===== src/rtl/kb_pkg.sv =====
// Package: shared constants and types for the protected key register bank.
// Assumes a 32-bit control word; the field positions below are fixed.
package kb_pkg;

    typedef enum logic [1:0] {
        KSZ_128  = 2'b00,
        KSZ_192  = 2'b01,
        KSZ_256  = 2'b10,
        KSZ_RSVD = 2'b11
    } ksz_e;

    localparam int CTL_SZ_LO   = 0;
    localparam int CTL_SZ_HI   = 1;
    localparam int CTL_ISW     = 2;
    localparam int CTL_OSW     = 3;
    localparam int CTL_CODE_LO = 26;
    localparam int CTL_CODE_HI = 30;
    localparam int CTL_PROT    = 31;
    localparam int CODE_W      = CTL_CODE_HI - CTL_CODE_LO + 1;

    localparam logic [CODE_W-1:0] UNLOCK_CODE = 5'b10110;

endpackage


===== src/rtl/kb_byteswap.sv =====
// Module: reverses the byte order of one word.
// Assumes W is a multiple of 8. Pure wiring, no logic depth.
module kb_byteswap #(
    parameter int W = 32
) (
    input  logic [W-1:0] din,
    output logic [W-1:0] dout
);
    localparam int NBYTES = W / 8;

    // Byte g of the output takes byte NBYTES-1-g of the input.
    for (genvar g = 0; g < NBYTES; g++) begin : g_byte
        assign dout[8*g +: 8] = din[8*(NBYTES-1-g) +: 8];
    end

endmodule


===== src/rtl/kb_ctrl.sv =====
// Module: control word for the key bank. Holds key length, swap options,
// code field and protection flag, and produces the one-cycle wipe request.
// Assumes ctl_we is a single-cycle write strobe qualified by address 0.
module kb_ctrl
    import kb_pkg::*;
#(
    parameter int WORD_W = 32
) (
    input  logic              clk,
    input  logic              rst_n,
    input  logic              ctl_we,
    input  logic [WORD_W-1:0] wdata,
    input  logic              busy,
    output ksz_e              ksize,
    output logic              in_swap,
    output logic              out_swap,
    output logic [CODE_W-1:0] code,
    output logic              prot,
    output logic              wipe
);
    logic              size_ok;
    logic [CODE_W-1:0] code_in;
    logic              unlock_hit;

    // Decode the incoming control write: size legality and unlock match.
    always_comb begin
        code_in    = wdata[CTL_CODE_HI:CTL_CODE_LO];
        size_ok    = (ksz_e'(wdata[CTL_SZ_HI:CTL_SZ_LO]) != KSZ_RSVD);
        unlock_hit = ctl_we && !busy && !wdata[CTL_PROT] && (code_in == UNLOCK_CODE);
        wipe       = unlock_hit;
    end

    // Update control fields; busy gates length, code and unlock.
    always_ff @(posedge clk) begin
        if (!rst_n) begin
            ksize    <= KSZ_128;
            in_swap  <= 1'b0;
            out_swap <= 1'b0;
            code     <= '0;
            prot     <= 1'b0;
        end else if (ctl_we) begin
            if (!busy && size_ok) begin
                ksize <= ksz_e'(wdata[CTL_SZ_HI:CTL_SZ_LO]);
            end
            in_swap  <= wdata[CTL_ISW];
            out_swap <= wdata[CTL_OSW];
            if (!busy) begin
                code <= code_in;
            end
            if (wdata[CTL_PROT]) begin
                prot <= 1'b1;
            end else if (unlock_hit) begin
                prot <= 1'b0;
            end
        end
    end

endmodule


===== src/rtl/kb_store.sv =====
// Module: key and IV word storage. Key words clear together on wipe;
// IV words accept a full counter load from the engine with priority.
// Assumes wdata is already byte-ordered and the write enables are one-hot.
module kb_store #(
    parameter int WORD_W    = 32,
    parameter int KEY_WORDS = 8,
    parameter int IV_WORDS  = 4
) (
    input  logic                         clk,
    input  logic                         rst_n,
    input  logic [KEY_WORDS-1:0]         key_we,
    input  logic [IV_WORDS-1:0]          iv_we,
    input  logic [WORD_W-1:0]            wdata,
    input  logic                         busy,
    input  logic                         wipe,
    input  logic                         iv_upd_en,
    input  logic [IV_WORDS*WORD_W-1:0]   iv_upd_data,
    output logic [KEY_WORDS*WORD_W-1:0]  key_flat,
    output logic [IV_WORDS*WORD_W-1:0]   iv_flat
);

    for (genvar g = 0; g < KEY_WORDS; g++) begin : g_key
        logic [WORD_W-1:0] word_q;
        // Key word: reset, wipe, then a bus write when not busy.
        always_ff @(posedge clk) begin
            if (!rst_n) begin
                word_q <= '0;
            end else if (wipe) begin
                word_q <= '0;
            end else if (key_we[g] && !busy) begin
                word_q <= wdata;
            end
        end
        assign key_flat[g*WORD_W +: WORD_W] = word_q;
    end

    for (genvar g = 0; g < IV_WORDS; g++) begin : g_iv
        logic [WORD_W-1:0] word_q;
        // IV word: engine counter load has priority over a bus write.
        always_ff @(posedge clk) begin
            if (!rst_n) begin
                word_q <= '0;
            end else if (iv_upd_en) begin
                word_q <= iv_upd_data[g*WORD_W +: WORD_W];
            end else if (iv_we[g] && !busy) begin
                word_q <= wdata;
            end
        end
        assign iv_flat[g*WORD_W +: WORD_W] = word_q;
    end

endmodule


===== src/rtl/cipher_key_bank.sv =====
// Module: top of the protected key register bank. Decodes bus addresses,
// applies the byte-order options, masks inactive key words toward the
// engine and builds the read data with key read protection.
// Assumes WORD_W = 32 (control field positions), KEY_WORDS divisible by 4.
// Map: 0 control, 1.. key words, then IV words, then feedback words.
module cipher_key_bank
    import kb_pkg::*;
#(
    parameter int WORD_W    = 32,
    parameter int KEY_WORDS = 8,
    parameter int IV_WORDS  = 4,
    parameter int FB_WORDS  = 4,
    parameter int ADDR_W    = 5
) (
    input  logic                          clk,
    input  logic                          rst_n,
    input  logic                          wr_en,
    input  logic [ADDR_W-1:0]             wr_addr,
    input  logic [WORD_W-1:0]             wr_data,
    input  logic [ADDR_W-1:0]             rd_addr,
    output logic [WORD_W-1:0]             rd_data,
    input  logic                          engine_busy,
    input  logic [FB_WORDS*WORD_W-1:0]    fb_in,
    input  logic                          iv_upd_en,
    input  logic [IV_WORDS*WORD_W-1:0]    iv_upd_data,
    output logic [KEY_WORDS*WORD_W-1:0]   key_out,
    output logic [IV_WORDS*WORD_W-1:0]    iv_out
);
    localparam int KEY_BASE = 1;
    localparam int IV_BASE  = KEY_BASE + KEY_WORDS;
    localparam int FB_BASE  = IV_BASE + IV_WORDS;
    localparam int KW_HALF  = KEY_WORDS / 2;
    localparam int KW_STEP  = KEY_WORDS / 4;

    ksz_e                        ksize_q;
    logic                        in_swap_q;
    logic                        out_swap_q;
    logic [CODE_W-1:0]           code_q;
    logic                        prot_q;
    logic                        wipe;
    logic                        ctl_we;
    logic [KEY_WORDS-1:0]        key_we;
    logic [IV_WORDS-1:0]         iv_we;
    logic [WORD_W-1:0]           wr_rev;
    logic [WORD_W-1:0]           wdata_st;
    logic [KEY_WORDS*WORD_W-1:0] key_flat;
    logic [IV_WORDS*WORD_W-1:0]  iv_flat;
    logic [WORD_W-1:0]           rd_raw;
    logic [WORD_W-1:0]           rd_rev;
    logic                        rd_is_data;
    logic [WORD_W-1:0]           ctl_val;

    // Write decode: control strobe and one enable per stored word.
    assign ctl_we = wr_en && (wr_addr == '0);
    for (genvar g = 0; g < KEY_WORDS; g++) begin : g_kdec
        assign key_we[g] = wr_en && (wr_addr == ADDR_W'(KEY_BASE + g));
    end
    for (genvar g = 0; g < IV_WORDS; g++) begin : g_idec
        assign iv_we[g] = wr_en && (wr_addr == ADDR_W'(IV_BASE + g));
    end

    kb_ctrl #(.WORD_W(WORD_W)) u_ctrl (
        .clk      (clk),
        .rst_n    (rst_n),
        .ctl_we   (ctl_we),
        .wdata    (wr_data),
        .busy     (engine_busy),
        .ksize    (ksize_q),
        .in_swap  (in_swap_q),
        .out_swap (out_swap_q),
        .code     (code_q),
        .prot     (prot_q),
        .wipe     (wipe)
    );

    kb_byteswap #(.W(WORD_W)) u_inswap (
        .din  (wr_data),
        .dout (wr_rev)
    );

    assign wdata_st = in_swap_q ? wr_rev : wr_data;

    kb_store #(
        .WORD_W    (WORD_W),
        .KEY_WORDS (KEY_WORDS),
        .IV_WORDS  (IV_WORDS)
    ) u_store (
        .clk         (clk),
        .rst_n       (rst_n),
        .key_we      (key_we),
        .iv_we       (iv_we),
        .wdata       (wdata_st),
        .busy        (engine_busy),
        .wipe        (wipe),
        .iv_upd_en   (iv_upd_en),
        .iv_upd_data (iv_upd_data),
        .key_flat    (key_flat),
        .iv_flat     (iv_flat)
    );

    // Engine key bus: words past the selected length are forced to zero.
    for (genvar g = 0; g < KEY_WORDS; g++) begin : g_kmask
        assign key_out[g*WORD_W +: WORD_W] =
            (g < KW_HALF + KW_STEP * int'(ksize_q)) ? key_flat[g*WORD_W +: WORD_W] : '0;
    end
    assign iv_out = iv_flat;

    // Control word read value.
    always_comb begin
        ctl_val                          = '0;
        ctl_val[CTL_SZ_HI:CTL_SZ_LO]     = ksize_q;
        ctl_val[CTL_ISW]                 = in_swap_q;
        ctl_val[CTL_OSW]                 = out_swap_q;
        ctl_val[CTL_CODE_HI:CTL_CODE_LO] = code_q;
        ctl_val[CTL_PROT]                = prot_q;
    end

    // Read select; key words are hidden while protected.
    always_comb begin
        rd_raw     = '0;
        rd_is_data = 1'b0;
        if (rd_addr == '0) begin
            rd_raw = ctl_val;
        end
        for (int i = 0; i < KEY_WORDS; i++) begin
            if (rd_addr == ADDR_W'(KEY_BASE + i)) begin
                rd_is_data = 1'b1;
                rd_raw     = prot_q ? '0 : key_flat[i*WORD_W +: WORD_W];
            end
        end
        for (int i = 0; i < IV_WORDS; i++) begin
            if (rd_addr == ADDR_W'(IV_BASE + i)) begin
                rd_is_data = 1'b1;
                rd_raw     = iv_flat[i*WORD_W +: WORD_W];
            end
        end
        for (int i = 0; i < FB_WORDS; i++) begin
            if (rd_addr == ADDR_W'(FB_BASE + i)) begin
                rd_is_data = 1'b1;
                rd_raw     = fb_in[i*WORD_W +: WORD_W];
            end
        end
    end

    kb_byteswap #(.W(WORD_W)) u_outswap (
        .din  (rd_raw),
        .dout (rd_rev)
    );

    assign rd_data = (rd_is_data && out_swap_q) ? rd_rev : rd_raw;

endmodule


===== config.mk =====
export PLATFORM = sky130hd
export DESIGN_NAME = cipher_key_bank
export DESIGN_NICKNAME = d
export VERILOG_FILES = /design/src/rtl/kb_pkg.sv /design/src/rtl/kb_byteswap.sv /design/src/rtl/kb_ctrl.sv /design/src/rtl/kb_store.sv /design/src/rtl/cipher_key_bank.sv
export SDC_FILE = /design/constraint.sdc
export NUM_CORES = 1
export LEC_CHECK = 0
export CORE_AREA = 2 2 280 282
export CTS_BUF_LIST = sky130_fd_sc_hd__clkbuf_4 sky130_fd_sc_hd__clkbuf_8
export DETAILED_ROUTE_END_ITERATION = 10
export DIE_AREA = 0 0 282 284
export PLACE_DENSITY = 0.58
export SYNTH_ARGS = -nofsm -noshare
export SYNTH_HDL_FRONTEND = slang
export SYNTH_SLANG_ARGS = --single-unit

===== constraint.sdc =====
create_clock -name clk -period 2.34 [get_ports clk]
set_input_delay 0.234 -clock clk [delete_from_list [all_inputs] [get_ports clk]]
set_output_delay 0.234 -clock clk [all_outputs]
set_load 0.02 [all_outputs]

; After elaboration in Yosys (flattened, before gate mapping)
; Cells that the tools add are included.
[op_classes]
n_addsub = 1
mul = 0
div = 0
n_lt_le_gt_ge = 8
eq_ne = 30
shift = 0
n_mux = 61
n_bitwise = 2
n_reduce_logical = 43
[ops]
columns = cell, count
row1 = $mux 32, 43
row2 = $lt 4x32->1 const A, 3
row3 = $eq 5x4->1 const B, 13
row4 = $lt 3x32->1 const A, 2
row5 = $eq 5x3->1 const B, 8
row6 = $lt 1x32->1 const A, 1
row7 = $lt 2x32->1 const A, 1
row8 = $logic_and 1x1->1, 30
row9 = $eq 5x2->1 const B, 4
row10 = $mux 1, 18
row11 = $eq 5x1->1 const B, 2
row12 = $eq 5x5->1 const B, 2
row13 = $logic_not 5->1, 2
row14 = $reduce_bool 2->1, 5
row15 = $reduce_and 2->1, 3
row16 = $add 3x3->4 const A, 1
row17 = $lt 3x4->1 const A, 1
row18 = $logic_not 1->1, 2
row19 = $ne 2x2->1 const B, 1
row20 = $not 1->1, 2
row21 = $reduce_or 2->1, 1
[totals]
reg_bits = 394
latchBits = 0
ram_bits = 0
romBits = 0
inputBits = 303
output_inout_bits = 416
wordCells = 162
mem_count = 0

; Depth between registers and ports, before layout
[depth]
word_depth = 19
mapped_depth = 11
mapped_depth_nobuf = 6

; By module
; A second synthesis with hierarchy kept.
[unflattened]
hier_cells = 2939
hier_area_um2 = 22391.5
[modules_own_cells]
columns = mod, n_inst, cells_each, area_per_inst_um2, seq_area_each_um2
row1 = kb_store, 1, 1782, 14445.1, 7687.4
row2 = cipher_key_bank, 1, 1051, 7060.5, 0.0
row3 = kb_byteswap, 2, 32, 240.2, 0.0
row4 = kb_ctrl, 1, 42, 405.4, 200.2

; Least setup slack after synthesis
; Ideal clock, no wire load.
[synth_timing]
kind = in2out
from = input rd_addr[0]
to = output rd_data[5]
arrival_time_ns = 2.231
t_required_ns = 2.106
slack_ns = -0.125
path_stages = 9
path_buffers = 3
path_cell_list = buf_2 > or4b_1 > buf_2 > nor2_4 > buf_6 > a221oi_1 > nor3_1 > nor3_1 > o32ai_1
[synth_between]
elab_chain_len = 19
word_cells_on_any_way = 52
cone_classes = eq/ne (16) / mux (34) / reduce/logical (2)
[synth_lines]
columns = element, line
row1 = from (decl), cipher_key_bank.sv:20  ; input logic [ADDR_W-1:0] rd_addr,
row2 = $logic_not 5->1 or $eq 5x1->1 (tied branches), "cipher_key_bank.sv:122, cipher_key_bank.sv:126"
row3 = $mux 32 or $mux 1 (tied branches), "cipher_key_bank.sv:122, cipher_key_bank.sv:126"
row4 = $mux 32 or $mux 1 (tied branches) (7 in series), cipher_key_bank.sv:126  ; if (rd_addr == ADDR_W'(KEY_BASE + i)) begin
row5 = $mux 32 or $mux 1 (tied branches), "cipher_key_bank.sv:126, cipher_key_bank.sv:132"
row6 = $mux 32 or $mux 1 (tied branches) (3 in series), cipher_key_bank.sv:132  ; if (rd_addr == ADDR_W'(IV_BASE + i)) begin
row7 = $mux 32 or $mux 1 (tied branches), "cipher_key_bank.sv:132, cipher_key_bank.sv:138"
row8 = $mux 32 or $mux 1 (tied branches) (3 in series), cipher_key_bank.sv:138  ; if (rd_addr == ADDR_W'(FB_BASE + i)) begin
row9 = $mux 32 or $logic_and 1x1->1 (tied branches), "cipher_key_bank.sv:138, cipher_key_bank.sv:150"
row10 = $mux 32 (*), cipher_key_bank.sv:150  ; assign rd_data = (rd_is_data && out_swap_q) ? rd_rev : rd_raw;
row11 = to (decl), cipher_key_bank.sv:21  ; output logic [WORD_W-1:0] rd_data,
; Mark *: on every way between the ends. The rest lies on a longest branch, timed or not.

; Worst setup path after layout
[layout_timing]
from = register u_ctrl.prot
to = output rd_data[19]
[layout_between]
elab_chain_len = 18
word_cells_on_any_way = 25
cone_classes = mux (25)
[layout_lines]
columns = element, line
row1 = from (decl), kb_ctrl.sv:18  ; output logic prot,
row2 = from (signal assigned), kb_ctrl.sv:40  ; prot <= 1'b0;
row3 = from (signal assigned), kb_ctrl.sv:51  ; prot <= 1'b1;
row4 = from (signal assigned), kb_ctrl.sv:53  ; prot <= 1'b0;
row5 = $mux 32, cipher_key_bank.sv:128  ; rd_raw = prot_q ? '0 : key_flat[i*WORD_W +: WORD_W];
row6 = $mux 32 (7 in series), cipher_key_bank.sv:126
row7 = $mux 32 (*), cipher_key_bank.sv:126
row8 = $mux 32 (*) (4 in series), cipher_key_bank.sv:132
row9 = $mux 32 (*) (4 in series), cipher_key_bank.sv:138
row10 = $mux 32 (*), cipher_key_bank.sv:150
; Marks and branches as above.

==> results.yml <==
synthesis:
  synthesis.area_sq_um: 22400
  combinational_family_with_the_most_area_after_synthesis: "compound AO/OA/AOI/OAI gates"
  yosys.cell_count.top_type: "sky130_fd_sc_hd__nor2_1"
  most_numerous_cell_types_in_the_synthesized_netlist: "453 x sky130_fd_sc_hd__nor2_1, 394 x sky130_fd_sc_hd__dfxtp_1, 392 x sky130_fd_sc_hd__a211oi_1"
  synth_edf_count: 0
  netlist_instances: 2807
  mux_cell_area_share_after_synthesis_pct: 4.70
  synth_largest_type_area_fraction_pct: 35.2
  synth_simple_gate_area_share_pct: 21.8
  synth_fa_ha_area_share_pct: 0
  synth_top_flop_cell: "sky130_fd_sc_hd__dfxtp_1"
  synth_compound_gate_area_share_pct: 27.8
  synth_xor_area_share_pct: 0.0391
  ys_ff_latch: 394
  syn-num-nets: 3110
  yosys_warnings: 0
  ys_top_cells_by_area: "sky130_fd_sc_hd__dfxtp_1 35%, sky130_fd_sc_hd__a211oi_1 13%, sky130_fd_sc_hd__nor2_1 7.6%, sky130_fd_sc_hd__nor2b_1 5.8%, sky130_fd_sc_hd__a21oi_1 4.6%"
  synth_area_leader_cell: "sky130_fd_sc_hd__dfxtp_1"
  synth.avg_cell_area_sq_um: 7.98
  synth.lib_cells_used.distinct: 85
  synth_sequential_area_ratio_pct: 35.2
  synth-async-reset-ratio_pct: 0
worst_setup_path:
  slowest_delay_ns: 0.45
  critical_path.n_buffers_inverters: 5
  timing.critical_path.slowest_stage_cell: "sky130_fd_sc_hd__a311o_1"
  cp-start-kind: "flop"
  critPathTopFamily: "buffers and inverters"
  cpMostUsedCell: "sky130_fd_sc_hd__buf_6"
  setup.worst_path.end_class: "output port"
  critical_path.max_fanout: 5
  timing.critical_path.cells: "nor2b_4, buf_6, and2_4, buf_6, buf_6, buf_6, a21oi_2, nand4_1, a311o_1, mux2_4, buf_6"
  worstPathRequired_ns: 2.11
  endpoint_arrival_time_on_the_critical_path_ns: 3.00
  criticalPathCategory: "flop to output port"
timing:
  final.setup_skew_ns: 0.0188
  final_max_slew_viol_count: 0
  period_minus_slack_ns: 3.23
  hold_violations_final: 0
  layout_setup_ws_ns: -0.889
  final.hold.worst_slack_ns: 0.169
  rsz0062_at_grt: "yes"
  timing.slew.headroom_pct: 46.0
  setup-violations-final: 35
  timing.final.crit_share_pct: 138
  worstMarginPinSlew_ns: 0.790
  timing.setup.tns_ns: -23.30
  achievable_clock_frequency_mhz: 310
floorplan:
  start_util_pct: 29.1
  core.rowCount: 102
  chipWidth_microns: 282
  die_area_sq_um: 80100
  core-area_sq_um: 77000
  fp.dieH_microns: 284
  io_pins: 719
cells_and_area:
  final_cells: 4872
  post_route_cells_drive_above_1_share_pct: 29.8
  stdcell_area_sq_um: 38400
  finish.net_count: 4070
  layout-area-overhead-vs-synth_pct: 71.6
  nFillCells: 7351
global_routing:
  grt_usage_pct: 35.7
  grt_pass1_wl_microns: 201000
  grt_pass1_vias: 25173
  grt_antenna_before_repair: 11
  grt_start_max_net_pins: 112
  gr-total-overflow: 0
routing:
  route.detailed.drc: 0
  drtPass1Iterations: 6
  drtIter0Drc: 3018
  num_vias: 26632
  route.antenna.remaining_nets: 0
  detail_route.wirelength_microns: 149000
  drt-vias-per-instance: 5.47
  dr_wl_cell_microns: 30.6
pwr:
  power.share.sequential_pct: 38.7
  power.leakage_uw: 0.0140
  share_comb_of_total_power_pct: 19.6
  post-layout-total-power_uw: 18400
  power_frac_clock_pct: 41.7
  internal-power_uw: 12900
  ir_worst_vdd_mv: 0.322
  netSwitchingFraction_pct: 29.7
  pwr_density_cell_nw_per_um2: 479
  switching_pwr_uw: 5460
job:
  max-cap-violations: 0
placement:
  buffer_ports.inserted: 718
  place.detailed.hpwl_microns: 121000
  numPlacedInstances: 4701
  gp_congestion: 0.994
  placed_area_sq_um: 35000
cts:
  cts.clk_slew.worst_paths_ns: 0.06
  cts_buffer_depth: 3
  numCtsBuffers: 73
  root_buffer_master: "sky130_fd_sc_hd__clkbuf_8"
  htreeDepth: 3
  clock_insertion_delay_worst_skew_ns: 0.70
  clock-sinks: 394
  cts_tree: "done"
min_path:
  timing.hold.worst.class: "input port to flop"
run_status:
  failed_checks: "negative setup slack"
  outcome: "finished, violations left"
[flip-flops by register name, indices dropped and copies added (netlist names)]
signal	count
u_ctrl.code	5
u_ctrl.in_swap	1
u_ctrl.ksize	2
u_ctrl.out_swap	1
u_ctrl.prot	1
u_store.g_iv.word_q	128
u_store.g_key.word_q	256
[logic make-up after synthesis]
group | Yosys count
AND/OR/NAND/NOR | 960
buffers and inverters | 450
AO/OA/AOI/OAI | 899
multiplexers | 103
XOR/XNOR | 1
flip-flops | 394
[final cells by class]
type                            instances  area (sq um)  share of cell area (%)
Clock inverter                         20           267                   0.693
Clock buffer                          112          1390                    3.60
Timing Repair Buffer                 1310         13900                    36.3
Inverter                               24          90.1                   0.234
Tap cell                             1040          1300                    3.39
Sequential cell                       394          7900                    20.6
Antenna cell                            8          20.0                  0.0521
Multi-Input combinational cell       1964         13500                    35.2
[through the flow]
step	utilization, %	setup WS, ns
after floorplan	-	-0.125
after global placement	45.5	-1.35
after detailed placement	45.5	-1.43
after CTS	49.3	-0.855
after global routing	49.9	-1.01
final	49.9	-0.889
[worst reg2reg max path, delay by kind of cell (launching register included)]
kind                   cells  cell delay (ns)
muxes                      1             0.50
buffers and inverters      2             0.80
DFF                        1             0.35
AOI/OAI and AO/OA          2             0.24
and+or+nand+nor            1             0.06
[final timing paths]
kind / startpoint / to / slack [ns] / cells past startpoint
worst max-delay path: u_ctrl.prot / rd_data[19] / -0.89 / 11
worst min-delay path: iv_upd_data[75] / u_store.g_iv[2].word_q[11] / 0.17 / 3
worst max register to register: u_ctrl.in_swap / u_store.g_iv[1].word_q[16] / 0.30 / 6
worst min register to register: u_store.g_key[0].word_q[31] / u_store.g_key[0].word_q[31] / 0.51 / 2
[placed cells by master (no fill, tap or decap), drive strengths merged, types with 8 or more instances in the layout]
cell type,instances
mux2,17
nor2,456
o221ai,14
nand3,13
and2,75
clkdlybuf4s50,551
clkbuf,115
o22ai,19
a31oi,12
nor3,20
a2111oi,14
nand4,12
inv,28
a32oi,8
mux2i,86
a221oi,23
o21ai,63
nor3b,10
nand2,68
a222oi,9
a21oi,207
diode,8
buf,753
nand3b,10
nor2b,208
and3,36
clkinv,8
o211ai,9
o32ai,10
a22oi,54
dfxtp,394
a211oi,392
[layer usage]
layer / part of all wire [%] / vias up / global-route usage (%) / routed length [microns]
li1: - / 12005 / - / -
met1: 39 / 12971 / 43.8 / 58800
met2: 49 / 1370 / 62.2 / 73400
met3: 6.9 / 278 / 5.94 / 10300
met4: 4.4 / 8 / 12.8 / 6490
met5: 0.036 / - / 0 / 53
[repair_timing]
action	CTS	global route
hold buffers	1	0
setup buffers	30	11
gates cloned	3	1
pin swaps	76	48
resized for setup	288	100
endpoints found under the hold margin	27	0
setup endpoints to repair	146	75
[power by group through the flow]
stage	combinational, uW	sequential [uW]	clock [uW]
after floorplan	1140	7260	0
after global placement	3360	7250	0
after detailed placement	3360	7250	0
after CTS	3520	7110	7720
after global routing	3730	7110	8030
final	3610	7110	7680
No activity file was read; power rests on OpenSTA's default activity.
